--- src/rtl/dglt_pkg.sv ---
package dglt_pkg;
  localparam int unsigned SYNC_STAGES_DEF = 2;
  localparam int unsigned CNT_W_DEF       = 6;

  typedef enum logic {
    LVL_LOW  = 1'b0,
    LVL_HIGH = 1'b1
  } lvl_e;
endpackage

--- src/rtl/dglt_sync.sv ---
module dglt_sync #(
  parameter int unsigned STAGES = dglt_pkg::SYNC_STAGES_DEF
) (
  input  logic clk_i,
  input  logic rst_ni,
  input  logic d_i,
  output logic q_o
);
  logic [STAGES-1:0] chain_q;

  generate
    for (genvar g = 0; g < STAGES; g++) begin : g_stage
      if (g == 0) begin : g_first
        always_ff @(posedge clk_i or negedge rst_ni) begin
          if (!rst_ni) chain_q[0] <= dglt_pkg::LVL_LOW;
          else         chain_q[0] <= d_i;
        end
      end else begin : g_next
        always_ff @(posedge clk_i or negedge rst_ni) begin
          if (!rst_ni) chain_q[g] <= dglt_pkg::LVL_LOW;
          else         chain_q[g] <= chain_q[g-1];
        end
      end
    end
  endgenerate

  assign q_o = chain_q[STAGES-1];
endmodule

--- src/rtl/dglt_qual.sv ---
module dglt_qual #(
  parameter int unsigned CNT_W = dglt_pkg::CNT_W_DEF
) (
  input  logic             clk_i,
  input  logic             rst_ni,
  input  logic             lvl_i,
  input  logic [CNT_W-1:0] limit_i,
  output logic             lvl_o,
  output logic [CNT_W-1:0] cnt_o
);
  localparam int unsigned CW1 = CNT_W + 1;

  logic [CNT_W-1:0] lim;
  logic [CNT_W-1:0] cnt_q;
  logic             out_q;
  logic [CW1-1:0]   streak;
  logic             commit;

  // zero limit acts as one cycle
  assign lim    = (limit_i == '0) ? CNT_W'(1) : limit_i;
  assign streak = {1'b0, cnt_q} + CW1'(1);
  assign commit = (lvl_i != out_q) && (streak >= {1'b0, lim});

  always_ff @(posedge clk_i or negedge rst_ni) begin
    if (!rst_ni) begin
      out_q <= dglt_pkg::LVL_LOW;
      cnt_q <= '0;
    end else if (lvl_i == out_q) begin
      cnt_q <= '0;
    end else if (commit) begin
      out_q <= lvl_i;
      cnt_q <= '0;
    end else begin
      cnt_q <= cnt_q + CNT_W'(1);
    end
  end

  assign lvl_o = out_q;
  assign cnt_o = cnt_q;
endmodule

--- src/rtl/dglt_filter.sv ---
module dglt_filter #(
  parameter int unsigned SYNC_STAGES = dglt_pkg::SYNC_STAGES_DEF,
  parameter int unsigned CNT_W       = dglt_pkg::CNT_W_DEF
) (
  input  logic             clk_i,
  input  logic             rst_ni,
  input  logic             din_i,
  input  logic [CNT_W-1:0] filt_cycles_i,
  output logic             filt_o
);
  logic             sync_lvl;
  logic [CNT_W-1:0] cnt_lvl;

  dglt_sync #(.STAGES(SYNC_STAGES)) u_sync (
    .clk_i (clk_i),
    .rst_ni(rst_ni),
    .d_i   (din_i),
    .q_o   (sync_lvl)
  );

  dglt_qual #(.CNT_W(CNT_W)) u_qual (
    .clk_i  (clk_i),
    .rst_ni (rst_ni),
    .lvl_i  (sync_lvl),
    .limit_i(filt_cycles_i),
    .lvl_o  (filt_o),
    .cnt_o  (cnt_lvl)
  );
endmodule

--- config.mk ---
export PLATFORM = sky130hd
export DESIGN_NAME = dglt_filter
export DESIGN_NICKNAME = d
export VERILOG_FILES = /design/src/rtl/dglt_pkg.sv /design/src/rtl/dglt_sync.sv /design/src/rtl/dglt_qual.sv /design/src/rtl/dglt_filter.sv
export SDC_FILE = /design/constraint.sdc
export NUM_CORES = 1
export LEC_CHECK = 0
export BUFFER_PORTS_ARGS = -buffer_cell sky130_fd_sc_hd__buf_4
export CAP_MARGIN = 20
export CORE_AREA = 3 3 40 42
export DETAILED_ROUTE_END_ITERATION = 8
export DIE_AREA = 0 0 43 45
export GPL_ROUTABILITY_DRIVEN = 0
export MAX_ROUTING_LAYER = met4
export PLACE_DENSITY = 0.58
export RECOVER_POWER = 100
export SETUP_SLACK_MARGIN = 0.2
export SYNTH_ARGS = -nofsm -noshare
export SYNTH_HDL_FRONTEND = slang
export SYNTH_SLANG_ARGS = --single-unit
--- constraint.sdc ---
create_clock -name clk_i -period 2.75 [get_ports clk_i]
set_input_delay 0.55 -clock clk_i [delete_from_list [all_inputs] [get_ports clk_i]]
set_output_delay 0.55 -clock clk_i [all_outputs]
set_load 0.02 [all_outputs]
==> impl_metrics.env, run 1 <==
export IMPL_status="complete, no violations"
export IMPL_critPathMaxStageDelay_ps=410
export IMPL_end_kind="flip-flop"
export IMPL_yosysWarningCount=0
export IMPL_ioPinCount=10
export IMPL_cts_max_level=1
export IMPL_swShare=0.360
export IMPL_pwr_share_clk=0.232
export IMPL_topRoutingLayerUsed="met3"
export IMPL_reg2reg_depth=8
export IMPL_setup_viol=0
export IMPL_clk_insertion_delay_late_ps=260
export IMPL_synth_area_leaders="dfrtp_1 42%, ha_1 16%, nor2b_1 5.8%"
export IMPL_avgRoutedWirePerCell_um=11.2
export IMPL_p_leak_nw=0.339
export IMPL_avgSynthCellArea_um2=10.5
export IMPL_n_antenna_cell=0
export IMPL_syn_to_final_growth_pct=17.0
export IMPL_grt_antenna_before_repair=0
export IMPL_relSlewSlack=0.642
export IMPL_irDropWorstVdd_mv=0.446
export IMPL_required_ps=2940
export IMPL_setup_slack_ps=514
export IMPL_cpLargestDelayFamily="compound AO/OA/AOI/OAI gates"
export IMPL_drive_gt1_frac=0.203
export IMPL_post_cts_setup_buffers=0
export IMPL_cp_depth=8
export IMPL_fill_cells=131
export IMPL_slew_violations=0
export IMPL_grt_pass1_vias=379
export IMPL_hold_ws_ps=211
export IMPL_path_clk_slew_ps=60
export IMPL_timing_rr_start="u_qual.cnt_o[0]"
export IMPL_port_buffers=9
export IMPL_grt_use_total=0.120
export IMPL_synth_nets=67
export IMPL_intPower_mw=0.281
export IMPL_root_buffer="clkbuf_4"
export IMPL_synth_seq_cells=9
export IMPL_dp_hpwl_um=735
export IMPL_seq_area_frac_synth=0.420
export IMPL_yosysTopAreaCellShare=0.420
export IMPL_cts_path_max_buffers=2
export IMPL_cts_resized=0
export IMPL_yosys_cell_types_count=19
export IMPL_max_freq_ghz=0.447
export IMPL_worst_pin_slew_ps=537
export IMPL_finalHoldViolCount=0
export IMPL_dr_wl_met3_um=51
export IMPL_timing_reg2reg_setup_slack_ps=510
export IMPL_synth_ff_type="dfrtp_1"
export IMPL_synth_top_cells_by_count="9 x dfrtp_1, 7 x ha_1, 6 x inv_1"
export IMPL_grt_max_degree=10
export IMPL_cp_arrival_ps=2420
export IMPL_finalPower_mw=0.439
export IMPL_final_nets=81
export IMPL_cts_hold_buf=0
export IMPL_die_h_um=45
export IMPL_drv_cap=0
export IMPL_drtAntennaViolNets=0
export IMPL_dr_pass1_iters=4
export IMPL_grt_pass1_wl_um=1590
export IMPL_min_path_type="primary input to asynchronous set/reset pin"
export IMPL_finalSetupTns_ps=0
export IMPL_cpMostUsedCell="ha_1"
export IMPL_yosys_area_top_type="dfrtp_1"
export IMPL_cp_slowest_cell="dfrtp_1"
export IMPL_cts_tree="built"
export IMPL_syn_cell_area_um2=537
export IMPL_pre_cts_ws_ps=523
export IMPL_met2_length_um=425
export IMPL_wl_met1_um=405
export IMPL_routed_via_density=4.96
export IMPL_crit_chain="ha_1, nand3_1, xnor2_1, ha_1, a21o_1, a21oi_1, o2111ai_1, nor2b_1"
export IMPL_yosysMostFrequentCell="dfrtp_1"
export IMPL_synth_edff_count=0
export IMPL_comb_power_share=0.353
export IMPL_synthCells=51
export IMPL_wl_um=882
export IMPL_p_per_area_nw_per_um2=700
export IMPL_first_iter_violations=4
export IMPL_p_sw_mw=0.158
export IMPL_dr_total_vias=392
export IMPL_core_um2=1280
export IMPL_ys_async_sr_fraction=1.00
export IMPL_skew_ps=1.55
export IMPL_cp_startpoint="u_qual.cnt_o[0]"
export IMPL_cts_sinks=9
export IMPL_fin_crit_sh=0.813
export IMPL_timing_worst_setup_path_type="flip-flop to flip-flop"
export IMPL_num_rows=13
export IMPL_worst_path_buf_inv=0
export IMPL_seqPwrFrac=0.414
export IMPL_die_w_um=43
export IMPL_min_period_ps=2240
export IMPL_cts_inserted_buffers=3
export IMPL_initial_core_util=0.418
export IMPL_cp_max_fo=6
export IMPL_dieArea_um2=1940
export IMPL_rsz0062_at_grt="false"
export IMPL_grt_overflow_total=0
export IMPL_drc_errors=0
export IMPL_worstSetupStartpointType="flip-flop"
==> flip-flops by register name, summed over array words and instances (netlist names) <==
name,cells
u_qual.cnt_o,6
u_sync.chain_q,1
u_sync.q_o,1
u_qual.lvl_o,1
==> power by group through the flow <==
stage	clock network (mW)	registers, mW	logic [mW]
finish	0.102	0.182	0.155
CTS	0.105	0.183	0.169
detailed placement	0	0.185	0.168
floorplan	0	0.190	0.111
global placement	0	0.185	0.166
global route	0.116	0.187	0.177
==> metrics by stage <==
step / area, um^2 / std cells / util
after CTS: 651 / 79 / 0.506
final: 628 / 79 / 0.489
after global placement: 623 / 75 / 0.485
after detailed placement: 623 / 75 / 0.485
after floorplan: 537 / 51 / -
after global routing: 628 / 79 / 0.489
==> logic make-up (layout without fill, tap and decap cells) <==
family          count (synthesis)  in the layout  synth area share
simple gates                   16             16             0.149
buf+inv                         6             19            0.0420
mux                             1              1            0.0280
fa+ha+maj                       7              7             0.163
xor+xnor                        5              5            0.0816
compound gates                  7              7             0.117
flops                           9              9             0.420
==> area by class of cell <==
| class | count | area [um^2] | share of cell area |
|---|---|---|---|
| timing repair buffer | 9 | 60.1 | 0.0956 |
| tap | 15 | 18.8 | 0.0299 |
| sequential | 9 | 225 | 0.359 |
| clock inverter | 1 | 5.00 | 0.00797 |
| multi-input combinational | 36 | 274 | 0.436 |
| clock buffer | 3 | 22.5 | 0.0359 |
| inverter | 6 | 22.5 | 0.0359 |
==> worst reg2reg max path: stages (launching register included) <==
cell	delay [ps]
dfrtp_1	410
ha_1	210
nand3_1	140
xnor2_1	210
ha_1	270
a21o_1	180
a21oi_1	220
o2111ai_1	310
nor2b_1	200
==> path summary, 6_finish.rpt <==
path	to
max	u_qual.cnt_o[5]
min	u_sync.q_o
max reg2reg	u_qual.cnt_o[5]
min reg2reg	u_sync.q_o
max in group asynchronous	u_qual.lvl_o
min in group clk_i	u_sync.q_o
==> layer usage <==
metal	vias up	track usage
met5	-	-
met4	0	0.0361
met3	0	0.0717
met2	7	0.174
met1	185	0.139
li1	200	-
==> cell usage in the layout, fill, tap and decap left out <==
| cell type | count |
|---|---|
| dfrtp_1 | 9 |
| ha_1 | 7 |
| inv_1 | 6 |
| buf_4 | 6 |
| nor2b_1 | 5 |
| clkbuf_4 | 4 |
| nand3_1 | 3 |
| nand2_1 | 3 |
| nor2_1 | 3 |
| xor2_1 | 3 |
| xnor2_1 | 2 |
| a21oi_1 | 2 |
| clkbuf_1 | 2 |
| nor3_1 | 1 |
| a31o_2 | 1 |
| o21ai_1 | 1 |
| nand4_1 | 1 |
| a21o_1 | 1 |
| o2111ai_1 | 1 |
| o211ai_1 | 1 |
| mux2_4 | 1 |
| clkinv_2 | 1 |
Power figures use the tool's default switching activity.
==> run 2, diff against run 1 <==
==> constraint.sdc (replaced) <==
create_clock -name clk_i -period 2.1 [get_ports clk_i]
set_input_delay 0.42 -clock clk_i [delete_from_list [all_inputs] [get_ports clk_i]]
set_output_delay 0.42 -clock clk_i [all_outputs]
set_load 0.02 [all_outputs]
==> impl_metrics.env, run 2 (synthesis gave the netlist of run 1 again) <==
export IMPL_cp_depth=8
export IMPL_p_per_area_nw_per_um2=838
export IMPL_grt_max_degree=10
export IMPL_cts_max_level=1
export IMPL_p_sw_mw=0.235
export IMPL_min_path_type="primary input to flip-flop"
export IMPL_setup_viol=0
export IMPL_routed_via_density=4.88
export IMPL_n_antenna_cell=0
export IMPL_cts_tree="built"
export IMPL_finalHoldViolCount=0
export IMPL_cts_sinks=9
export IMPL_min_path_cells=1
export IMPL_p_leak_nw=0.389
export IMPL_drive_gt1_frac=0.423
export IMPL_reg2reg_depth=8
export IMPL_pre_cts_ws_ps=61.9
export IMPL_required_ps=2240
export IMPL_avgRoutedWirePerCell_um=11.2
export IMPL_grt_overflow_total=0
export IMPL_timing_worst_setup_path_type="flip-flop to flip-flop"
export IMPL_num_rows=13
export IMPL_crit_chain="ha_4, nand3_4, xnor2_4, ha_4, a21o_1, a21oi_4, o211ai_2, mux2_4"
export IMPL_pwr_share_clk=0.183
export IMPL_cts_path_max_buffers=2
export IMPL_grt_antenna_before_repair=0
export IMPL_grt_pass1_wl_um=1700
export IMPL_worst_path_buf_inv=0
export IMPL_fin_util=0.624
export IMPL_dp_hpwl_um=729
export IMPL_cpLargestDelayFamily="compound AO/OA/AOI/OAI gates"
export IMPL_relSlewSlack=0.712
export IMPL_core_um2=1280
export IMPL_die_h_um=45
export IMPL_dieArea_um2=1940
export IMPL_drv_cap=0
export IMPL_max_freq_ghz=0.496
export IMPL_wl_um=966
export IMPL_setup_slack_ps=82.4
export IMPL_root_buffer="clkbuf_4"
export IMPL_dr_pass1_iters=2
export IMPL_fin_crit_sh=0.961
export IMPL_cpMostUsedCell="ha_4"
export IMPL_irDropWorstVdd_mv=0.522
export IMPL_cts_inserted_buffers=3
export IMPL_ioPinCount=10
export IMPL_worstSetupStartpointType="flip-flop"
export IMPL_rsz0062_at_grt="true"
export IMPL_critPathMaxStageDelay_ps=380
export IMPL_min_period_ps=2020
export IMPL_drc_errors=0
export IMPL_grt_use_total=0.123
export IMPL_port_buffers=9
export IMPL_cp_arrival_ps=2150
export IMPL_final_common_cell="buf_4"
export IMPL_initial_core_util=0.418
export IMPL_status="complete, no violations"
export IMPL_drtAntennaViolNets=0
export IMPL_worst_pin_slew_ps=432
export IMPL_finalPower_mw=0.672
export IMPL_dr_total_vias=420
export IMPL_path_clk_slew_ps=60
export IMPL_skew_ps=5.55
export IMPL_final_cell_mix="12 x buf_4, 9 x dfrtp_1, 6 x inv_1"
export IMPL_intPower_mw=0.437
export IMPL_syn_to_final_growth_pct=49.4
export IMPL_slew_violations=0
export IMPL_hold_ws_ps=301
export IMPL_grt_pass1_vias=421
export IMPL_end_kind="flip-flop"
export IMPL_cp_slowest_cell="dfrtp_1"
export IMPL_die_w_um=43
export IMPL_fill_cells=117
export IMPL_first_iter_violations=8
export IMPL_cp_max_fo=3
export IMPL_final_nets=88
export IMPL_seqPwrFrac=0.362
export IMPL_clk_insertion_delay_late_ps=250
export IMPL_largest_reg_flops=6
export IMPL_swShare=0.349
export IMPL_comb_power_share=0.455
## run 2: area by class of cell
class | instances | area, um^2 | share of cell area
inverter | 6 | 22.5 | 0.0281
tap | 15 | 18.8 | 0.0234
multi-input combinational | 36 | 394 | 0.491
sequential | 9 | 225 | 0.281
clock buffer | 4 | 26.3 | 0.0328
timing repair buffer | 16 | 115 | 0.144
## run 2: worst paths after layout
path	from	to	slack [ps]
hold / removal	din_i	u_sync.chain_q[0]	300
min in group asynchronous	rst_ni	u_sync.q_o	620
max in group asynchronous	rst_ni	u_qual.cnt_o[1]	1180
hold reg to reg	u_sync.chain_q[0]	u_sync.q_o	350
setup reg to reg	u_qual.cnt_o[0]	u_qual.lvl_o	80
setup / recovery	u_qual.cnt_o[0]	u_qual.lvl_o	80
## run 2: metal layers
metal	vias up	part of all wire	routed length, um	GRT usage
li1	213	-	-	-
met1	204	0.44	429	0.142
met2	3	0.53	514	0.201
met3	0	0.024	23	0.0478
met4	0	0	0	0.0361
met5	-	0	0	-
## run 2: power groups by stage
stage                     Clock, mW  Sequential, mW  Combinational (mW)
after floorplan                   0           0.259               0.158
after global placement            0           0.247               0.252
after detailed placement          0           0.247               0.252
after CTS                     0.130           0.242               0.265
after global routing          0.139           0.252               0.361
final                         0.123           0.244               0.306
## run 2: through the flow
step           std cells  cell area (um^2)  setup TNS [ps]
2_1_floorplan         51               569               0
3_3_place_gp          76               663               0
3_5_place_dp          76               663               0
4_1_cts               82               707               0
5_1_grt               86               802           -12.8
6_report              86               802               0
## run 2: repair_timing
action | 4_1_cts | 5_1_grt
hold buffers | 1 | 0
pin swaps | 1 | 7
resized for setup | 0 | 9
hold endpoints to repair | 9 | 0
gates cloned | 0 | 0
setup buffers | 1 | 4
endpoints found under the setup margin | 7 | 7
